===== src/rtl/sbg_pkg.sv =====
package sbg_pkg;
   typedef enum logic [1:0] {
      ST_IDLE = 2'd0,
      ST_RUN  = 2'd1,
      ST_DONE = 2'd2
   } sbg_state_e;
endpackage


===== src/rtl/sbg_sync_fall.sv =====
module sbg_sync_fall #(
   parameter int STAGES   = 2,
   parameter bit IDLE_LVL = 1'b1
) (
   input  logic clk,
   input  logic rst,
   input  logic async_i,
   output logic fall_o
);
   logic [STAGES-1:0] chain_q;
   logic              prev_q;

   generate
      if (STAGES < 2) begin : g_bad_stages
         $error("sbg_sync_fall: STAGES must be at least 2");
      end
   endgenerate

   genvar gi;
   generate
      for (gi = 0; gi < STAGES; gi++) begin : g_stage
         if (gi == 0) begin : g_first
            always_ff @(posedge clk) begin
               if (rst) chain_q[gi] <= IDLE_LVL;
               else     chain_q[gi] <= async_i;
            end
         end else begin : g_next
            always_ff @(posedge clk) begin
               if (rst) chain_q[gi] <= IDLE_LVL;
               else     chain_q[gi] <= chain_q[gi-1];
            end
         end
      end
   endgenerate

   always_ff @(posedge clk) begin
      if (rst) prev_q <= IDLE_LVL;
      else     prev_q <= chain_q[STAGES-1];
   end

   assign fall_o = prev_q & ~chain_q[STAGES-1];
endmodule


===== src/rtl/sbg_seq.sv =====
module sbg_seq
   import sbg_pkg::*;
#(
   parameter int BITS     = 16,
   parameter int HALF_PER = 1
) (
   input  logic clk,
   input  logic rst,
   input  logic start_i,
   output logic sclk_o,
   output logic rise_stb_o,
   output logic fall_stb_o,
   output logic busy_o,
   output logic done_o
);
   localparam int CW = $clog2(BITS + 1);
   localparam int HW = $clog2(HALF_PER + 1);

   sbg_state_e    state_q;
   logic [CW-1:0] pcnt_q;
   logic [HW-1:0] hcnt_q;
   logic          sclk_q;
   logic          tick;
   logic          last;

   assign tick       = (hcnt_q == HW'(HALF_PER - 1));
   assign last       = (pcnt_q == CW'(BITS - 1));
   assign rise_stb_o = (state_q == ST_RUN) && tick && !sclk_q;
   assign fall_stb_o = (state_q == ST_RUN) && tick &&  sclk_q;

   always_ff @(posedge clk) begin
      if (rst) begin
         state_q <= ST_IDLE;
         pcnt_q  <= '0;
         hcnt_q  <= '0;
         sclk_q  <= 1'b0;
      end else begin
         case (state_q)
            ST_IDLE: begin
               sclk_q <= 1'b0;
               hcnt_q <= '0;
               pcnt_q <= '0;
               if (start_i) state_q <= ST_RUN;
            end
            ST_RUN: begin
               if (tick) hcnt_q <= '0;
               else      hcnt_q <= hcnt_q + 1'b1;
               if (rise_stb_o) sclk_q <= 1'b1;
               if (fall_stb_o) begin
                  sclk_q <= 1'b0;
                  if (last) state_q <= ST_DONE;
                  else      pcnt_q  <= pcnt_q + 1'b1;
               end
            end
            ST_DONE: begin
               state_q <= ST_IDLE;
               pcnt_q  <= '0;
               hcnt_q  <= '0;
            end
            default: state_q <= ST_IDLE;
         endcase
      end
   end

   assign sclk_o = sclk_q;
   assign busy_o = (state_q != ST_IDLE);
   assign done_o = (state_q == ST_DONE);
endmodule


===== src/rtl/sbg_shift.sv =====
module sbg_shift #(
   parameter int BITS      = 16,
   parameter bit MSB_FIRST = 1'b1
) (
   input  logic            clk,
   input  logic            rst,
   input  logic            en_i,
   input  logic            din_i,
   output logic [BITS-1:0] word_o
);
   logic [BITS-1:0] sr_q;

   generate
      if (MSB_FIRST) begin : g_msb
         always_ff @(posedge clk) begin
            if (rst)       sr_q <= '0;
            else if (en_i) sr_q <= {sr_q[BITS-2:0], din_i};
         end
      end else begin : g_lsb
         always_ff @(posedge clk) begin
            if (rst)       sr_q <= '0;
            else if (en_i) sr_q <= {din_i, sr_q[BITS-1:1]};
         end
      end
   endgenerate

   assign word_o = sr_q;
endmodule


===== src/rtl/spi_burst_gen.sv =====
module spi_burst_gen #(
   parameter int BITS            = 16,
   parameter int HALF_PER        = 1,
   parameter int SYNC_STAGES     = 2,
   parameter bit CAPTURE_ON_RISE = 1'b1,
   parameter bit MSB_FIRST       = 1'b1
) (
   input  logic            clk,
   input  logic            rst,
   input  logic            rdy_n_i,
   input  logic            sdata_i,
   output logic            sclk_o,
   output logic            busy_o,
   output logic            done_o,
   output logic [BITS-1:0] word_o
);
   generate
      if (BITS < 2) begin : g_bad_bits
         $error("spi_burst_gen: BITS must be at least 2");
      end
      if (HALF_PER < 1) begin : g_bad_half
         $error("spi_burst_gen: HALF_PER must be at least 1");
      end
   endgenerate

   logic start;
   logic rise_stb;
   logic fall_stb;
   logic cap_stb;

   sbg_sync_fall #(.STAGES(SYNC_STAGES), .IDLE_LVL(1'b1)) u_sync (
      .clk     (clk),
      .rst     (rst),
      .async_i (rdy_n_i),
      .fall_o  (start)
   );

   sbg_seq #(.BITS(BITS), .HALF_PER(HALF_PER)) u_seq (
      .clk        (clk),
      .rst        (rst),
      .start_i    (start),
      .sclk_o     (sclk_o),
      .rise_stb_o (rise_stb),
      .fall_stb_o (fall_stb),
      .busy_o     (busy_o),
      .done_o     (done_o)
   );

   generate
      if (CAPTURE_ON_RISE) begin : g_cap_rise
         assign cap_stb = rise_stb;
      end else begin : g_cap_fall
         assign cap_stb = fall_stb;
      end
   endgenerate

   sbg_shift #(.BITS(BITS), .MSB_FIRST(MSB_FIRST)) u_shift (
      .clk    (clk),
      .rst    (rst),
      .en_i   (cap_stb),
      .din_i  (sdata_i),
      .word_o (word_o)
   );
endmodule


===== config.mk =====
export PLATFORM = sky130hd
export DESIGN_NAME = spi_burst_gen
export DESIGN_NICKNAME = d
export VERILOG_FILES = /design/src/rtl/sbg_pkg.sv /design/src/rtl/sbg_sync_fall.sv /design/src/rtl/sbg_seq.sv /design/src/rtl/sbg_shift.sv /design/src/rtl/spi_burst_gen.sv
export SDC_FILE = /design/constraint.sdc
export NUM_CORES = 1
export LEC_CHECK = 0
export BUFFER_PORTS_ARGS = -buffer_cell sky130_fd_sc_hd__buf_2
export CAP_MARGIN = 25
export CORE_ASPECT_RATIO = 1.2
export CORE_MARGIN = 10
export CORE_UTILIZATION = 50
export CTS_CLUSTER_DIAMETER = 40
export DETAILED_ROUTE_END_ITERATION = 6
export PLACE_DENSITY = 0.74
export SLEW_MARGIN = 30
export SYNTH_ARGS = -nofsm -noshare
export SYNTH_HDL_FRONTEND = slang
export SYNTH_HIERARCHICAL = 1
export SYNTH_SLANG_ARGS = --single-unit

===== constraint.sdc =====
create_clock -name clk -period 1.89 [get_ports clk]
set_input_delay 0.0945 -clock clk [delete_from_list [all_inputs] [get_ports clk]]
set_output_delay 0.0945 -clock clk [all_outputs]
set_load 0.005 [all_outputs]

== Word-level counts from Yosys, hierarchy flattened ==
Index checks and enable logic that the tools add are counted.
Operators by class
  add/subtract/negate cells: 2
  eq/ne operators: 8
  muxes and demuxes: 12
  bitwise gates (word level): 3
  reduce and logical (&&, ||, !) cells: 12
Operators with widths (number)
  $mux W5: 2
  $pmux W5 S2: 1
  $mux W2: 3
  $ne A2 B2 Y1 const B: 3
  $reduce_and A3 Y1: 2
  $reduce_bool A2 Y1: 3
  $add A5 B1 Y5 const B: 1
  $eq A5 B4 Y1 const B: 1
  $pmux W1 S2: 2
  $pmux W2 S2: 1
  $logic_and A1 B1 Y1: 3
  $mux W1: 3
  $ne A3 B3 Y1 const B: 1
  $eq A2 B1 Y1 const B: 1
  $eq A2 B2 Y1 const B: 1
  $logic_not A2 Y1: 1
  $ne A2 B1 Y1 const B: 1
  $not A1 Y1: 2
  $reduce_and A2 Y1: 1
  $reduce_or A2 Y1: 1
  $add A1 B1 Y1 const B: 1
  $and A1 B1 Y1: 1
  $logic_not A1 Y1: 1
Storage, ports and cells
  bits in registers: 28
  bits of input ports: 4
  output and inout bits: 19
  logic and storage cells: 45

== Logic depth before layout (Yosys ltp) ==
  depth after elaboration: 6
  gate-level depth with buffers: 6
  depth with buffers taken out: 6

== Hierarchy ==
Netlist, hierarchy kept.
By module, submodules not included
  sbg_shift: times used 1, cells each 52, area an instance 580.6 um^2
  sbg_seq: times used 1, cells each 38, area an instance 374.1 um^2
  sbg_sync_fall: times used 1, cells each 7, area an instance 85.1 um^2

== Least setup slack after synthesis ==
OpenSTA, ideal clock, no wires.
  path type: register to register
  from: register u_seq.pcnt_q[0]
  to: register u_seq.pcnt_q[3]
  arrival: 1596 ps
  slack: 171 ps
  stages on the path, launching flop included: 7
  path buffers: 0
  period minus slack after synthesis: 1719 ps
  path through: dfxtp_1 -> ha_1 -> and3_1 -> ha_1 -> nor3b_4 -> nand4_1 -> mux2_1
Between the ends
  cells in the longest elaborated chain, start to end: 4
  elaborated cells between the ends (all ways): 7
  those cells by class: add/sub: 1; eq/ne: 2; mux: 3; reduce/logical: 1
RTL lines
  from (decl): line sbg_seq.sv:20  | logic [CW-1:0] pcnt_q;
  from (signal assigned): line sbg_seq.sv:52  | else pcnt_q <= pcnt_q + 1'b1;
  $add A5 B1 Y5: line sbg_seq.sv:52
  $mux W5: line sbg_seq.sv:51  | if (last) state_q <= ST_DONE;
  $mux W5: line sbg_seq.sv:49  | if (fall_stb_o) begin
  $pmux W5 S2: line sbg_seq.sv:38  | case (state_q)
Parallel ways exist; a longest one is shown, timed or not. The select of a mux whose other input is x is not followed.
A chain may end at the register's enable or synchronous reset.

== Final worst setup path ==
Same ends and word-level chain as after synthesis.

==> reports/metrics.yaml <==
status: "finished clean"
synth_top_cell_area_share_pct: 51.99
grt_pass1_wl_mm: 2.953
fp.dieH_um: 69.96
port_buffers: 22
synth_most_common_cell: "dfxtp_1"
root_buffer: "clkbuf_4"
synthFlopType: "dfxtp_1"
routedWlPerCell_um: 13.08
n_fill_cell: 188
register_area_um2: 540.5
final_core_util_pct: 58.83
cap_violations: 0
clkPwrFrac_pct: 27.3
stdcell_count: 142
drt-pass1-iter-count: 4
h-tree-depth: 1
worstReg2RegEnd: "u_seq/pcnt_q[3]"
min_to: "u_shift/word_o[0]"
core-area_um2: 2027
critPathRequiredTime_ns: 2.10
synthCells: 97
routed-via-count: 723
max_freq_mhz: 581.1
slew-limit-headroom_pct: 74.63
n_antenna_cell: 0
final_hold_viol_count: 0
final_area_um2: 1192
p_int_uw: 675.5
synth_area_leader_cell: "dfxtp_1"
cp_max_fo: 4
ys_seq_elements: 27
overflow: 0
final.min_clock_period_ns: 1.721
swShare_pct: 21.39
dieArea_um2: 4311
critical_path_class: "reg2reg"
post-cts-setup-buffers: 0
nets: 129
dpl-instance-area_um2: 1155
rrSetupSlack_ns: 0.17
yosys-top-cells-area: "dfxtp_1 52%, mux2i_1 16%, nor2_1 8.3%"
period_share_pct: 91.04
multiInputGateArea_um2: 456.7
postCtsResizedCells: 0
slew_violations: 0
synth_edf_count: 0
rows: 18
syn2layout_area_growth_pct: 14.68
grt_use_total_pct: 8.740
whs_path_depth: 3
die_w_um: 61.63
grt_pass1_vias: 666
irDropWorstVdd_mv: 0.4895
layout-drive-gt1-share_pct: 27.05
fin_skew_ns: 0.005553
vias_per_cell: 5.092
ys_seq_area_share_pct: 51.99
cts_tree: "done"
critPathCaptureType: "register"
seqPwrFrac_pct: 67.4
syn_avg_cell_area_um2: 10.72
rsz0062_at_grt: "no"
setup_tns_ns: 0
hold_buffers: 1
start_util_pct: 51.30
antenna_found_initial: 0
arrival_ns: 1.94
p_comb_share_pct: 5.3
synth-warning-count: 6
hpwl_mm: 1.377
min_from: "sdata_i"
ff2ff_path_depth: 6
netlist_area_um2: 1040
r2r-start: "u_seq/pcnt_q[0]"
cts_made_buffers: 3
clock_latency_ns: 0.31
tightest_slew_ns: 0.3805
p_leak_nw: 0.5183
dp_cells: 137
worstSetupStartpointType: "register"
min_path_type: "in2reg"
clk_pin_slew_ns: 0.13
cellPowerDensity_nw_per_um2: 720.7
async_reset_ff_share_pct: 0
drt_iter0_drc: 37
clock_path_buffers: 2
drcViolationCount: 0
yosysUniqueCellTypes: 27
grt_max_degree: 24
synthTopCellsByCount: "27 x dfxtp_1, 23 x nor2_1, 17 x mux2i_1, 3 x or2_1"
ios: 23
setup_viol: 0
syn_nets: 103
p_switching_uw: 183.8
routed_wl_mm: 1.857
ant_nets: 0
gp_congestion: 0.7401
numClockSinks: 27
==> area by class of cell <==
cell class / count / share of cell area [%]
Sequential cell: 27 / 45.33
Inverter: 2 / 0.6296
Tap cell: 20 / 2.099
Clock buffer: 3 / 1.889
Multi-Input combinational cell: 64 / 38.30
Timing Repair Buffer: 25 / 11.33
Clock inverter: 1 / 0.4197
==> worst max path at each step <==
stage                          from  slack, ns               to  cells past startpoint
finish              u_seq/pcnt_q[0]       0.17  u_seq/pcnt_q[3]                      6
global placement    u_seq/pcnt_q[0]       0.23  u_seq/pcnt_q[3]                      6
global route        u_seq/pcnt_q[0]       0.07  u_seq/pcnt_q[3]                      6
detailed placement  u_seq/pcnt_q[0]       0.18  u_seq/pcnt_q[3]                      6
CTS                 u_seq/pcnt_q[0]       0.16  u_seq/pcnt_q[3]                      6
floorplan           u_seq/pcnt_q[0]       0.17  u_seq/pcnt_q[3]                      6
==> registers in the layout (all words and copies together), names as in the netlist <==
register and cells:
u_sync/prev_q 1, u_shift/word_o 16, u_sync/chain_q 2, u_seq/state_q 2, u_seq/sclk_o 1, u_seq/pcnt_q 5
==> worst max-delay path: stages (launching register included) <==
cell	delay, ns
dfxtp_1	0.36
ha_1	0.22
and3_1	0.18
ha_1	0.23
nor3b_4	0.20
nand4_1	0.12
mux2_1	0.31
==> per-layer routing <==
layer | up-vias | part of all wire, % | wire (um) | global-route usage [%]
met2 | 16 | 47 | 866 | 12.69
met1 | 331 | 47 | 868 | 10.85
li1 | 374 | - | - | -
met3 | 2 | 5.9 | 109 | 2.532
met5 | - | 0 | 0 | 0
met4 | 0 | 0.70 | 13 | 5.224
==> power groups by stage <==
stage	logic, mW	registers, mW	clock network [mW]
6_report	0.0453	0.579	0.235
5_1_grt	0.0494	0.581	0.274
4_1_cts	0.0460	0.580	0.250
3_5_place_dp	0.0443	0.592	0
3_3_place_gp	0.0429	0.591	0
2_1_floorplan	0.0374	0.591	0
==> cell usage in the layout (no fill, tap or decap) <==
cell type	netlist	routed
dfxtp_1	27	27
nor2_1	23	23
buf_2	1	22
mux2i_1	17	17
clkbuf_4	0	3
or2_1	3	3
buf_4	0	2
nor2b_1	2	2
inv_1	2	2
xnor2_1	2	2
ha_1	2	2
clkinv_2	0	1
dlygate4sd3_1	0	1
nor3b_2	0	1
and3b_2	1	1
or2_2	1	1
and3_1	1	1
nand2b_1	1	1
and4bb_2	1	1
nor3b_4	1	1
and3b_1	1	1
a211oi_1	1	1
a21oi_1	1	1
nand3_1	1	1
o21ai_0	1	1
nor3_1	1	1
nand4_1	1	1
mux2_1	1	1
==> kinds of logic (layout without fill, tap and decap cells) <==
kind of cell	Yosys count	after routing	share of synthesized area (%)
mux	18	18	17.45
fa+ha+maj	2	2	2.406
simple gates	39	39	20.22
compound gates	3	3	1.684
xor+xnor	2	2	1.685
flops	27	27	51.99
buf+inv	6	31	4.572
==> stage by stage <==
| stage | worst slack [ns] | power (mW) | hold WS, ns |
|---|---|---|---|
| 6_report | 0.1693 | 0.8593 | 0.03466 |
| 5_1_grt | 0.07258 | 0.9045 | 0.009804 |
| 4_1_cts | 0.1557 | 0.8759 | 0.02968 |
| 3_5_place_dp | 0.1803 | 0.6363 | 0.2807 |
| 3_3_place_gp | 0.2302 | 0.6343 | 0.2721 |
| 2_1_floorplan | 0.1709 | 0.6282 | 0.1669 |
(Power assumes the default switching activity.)
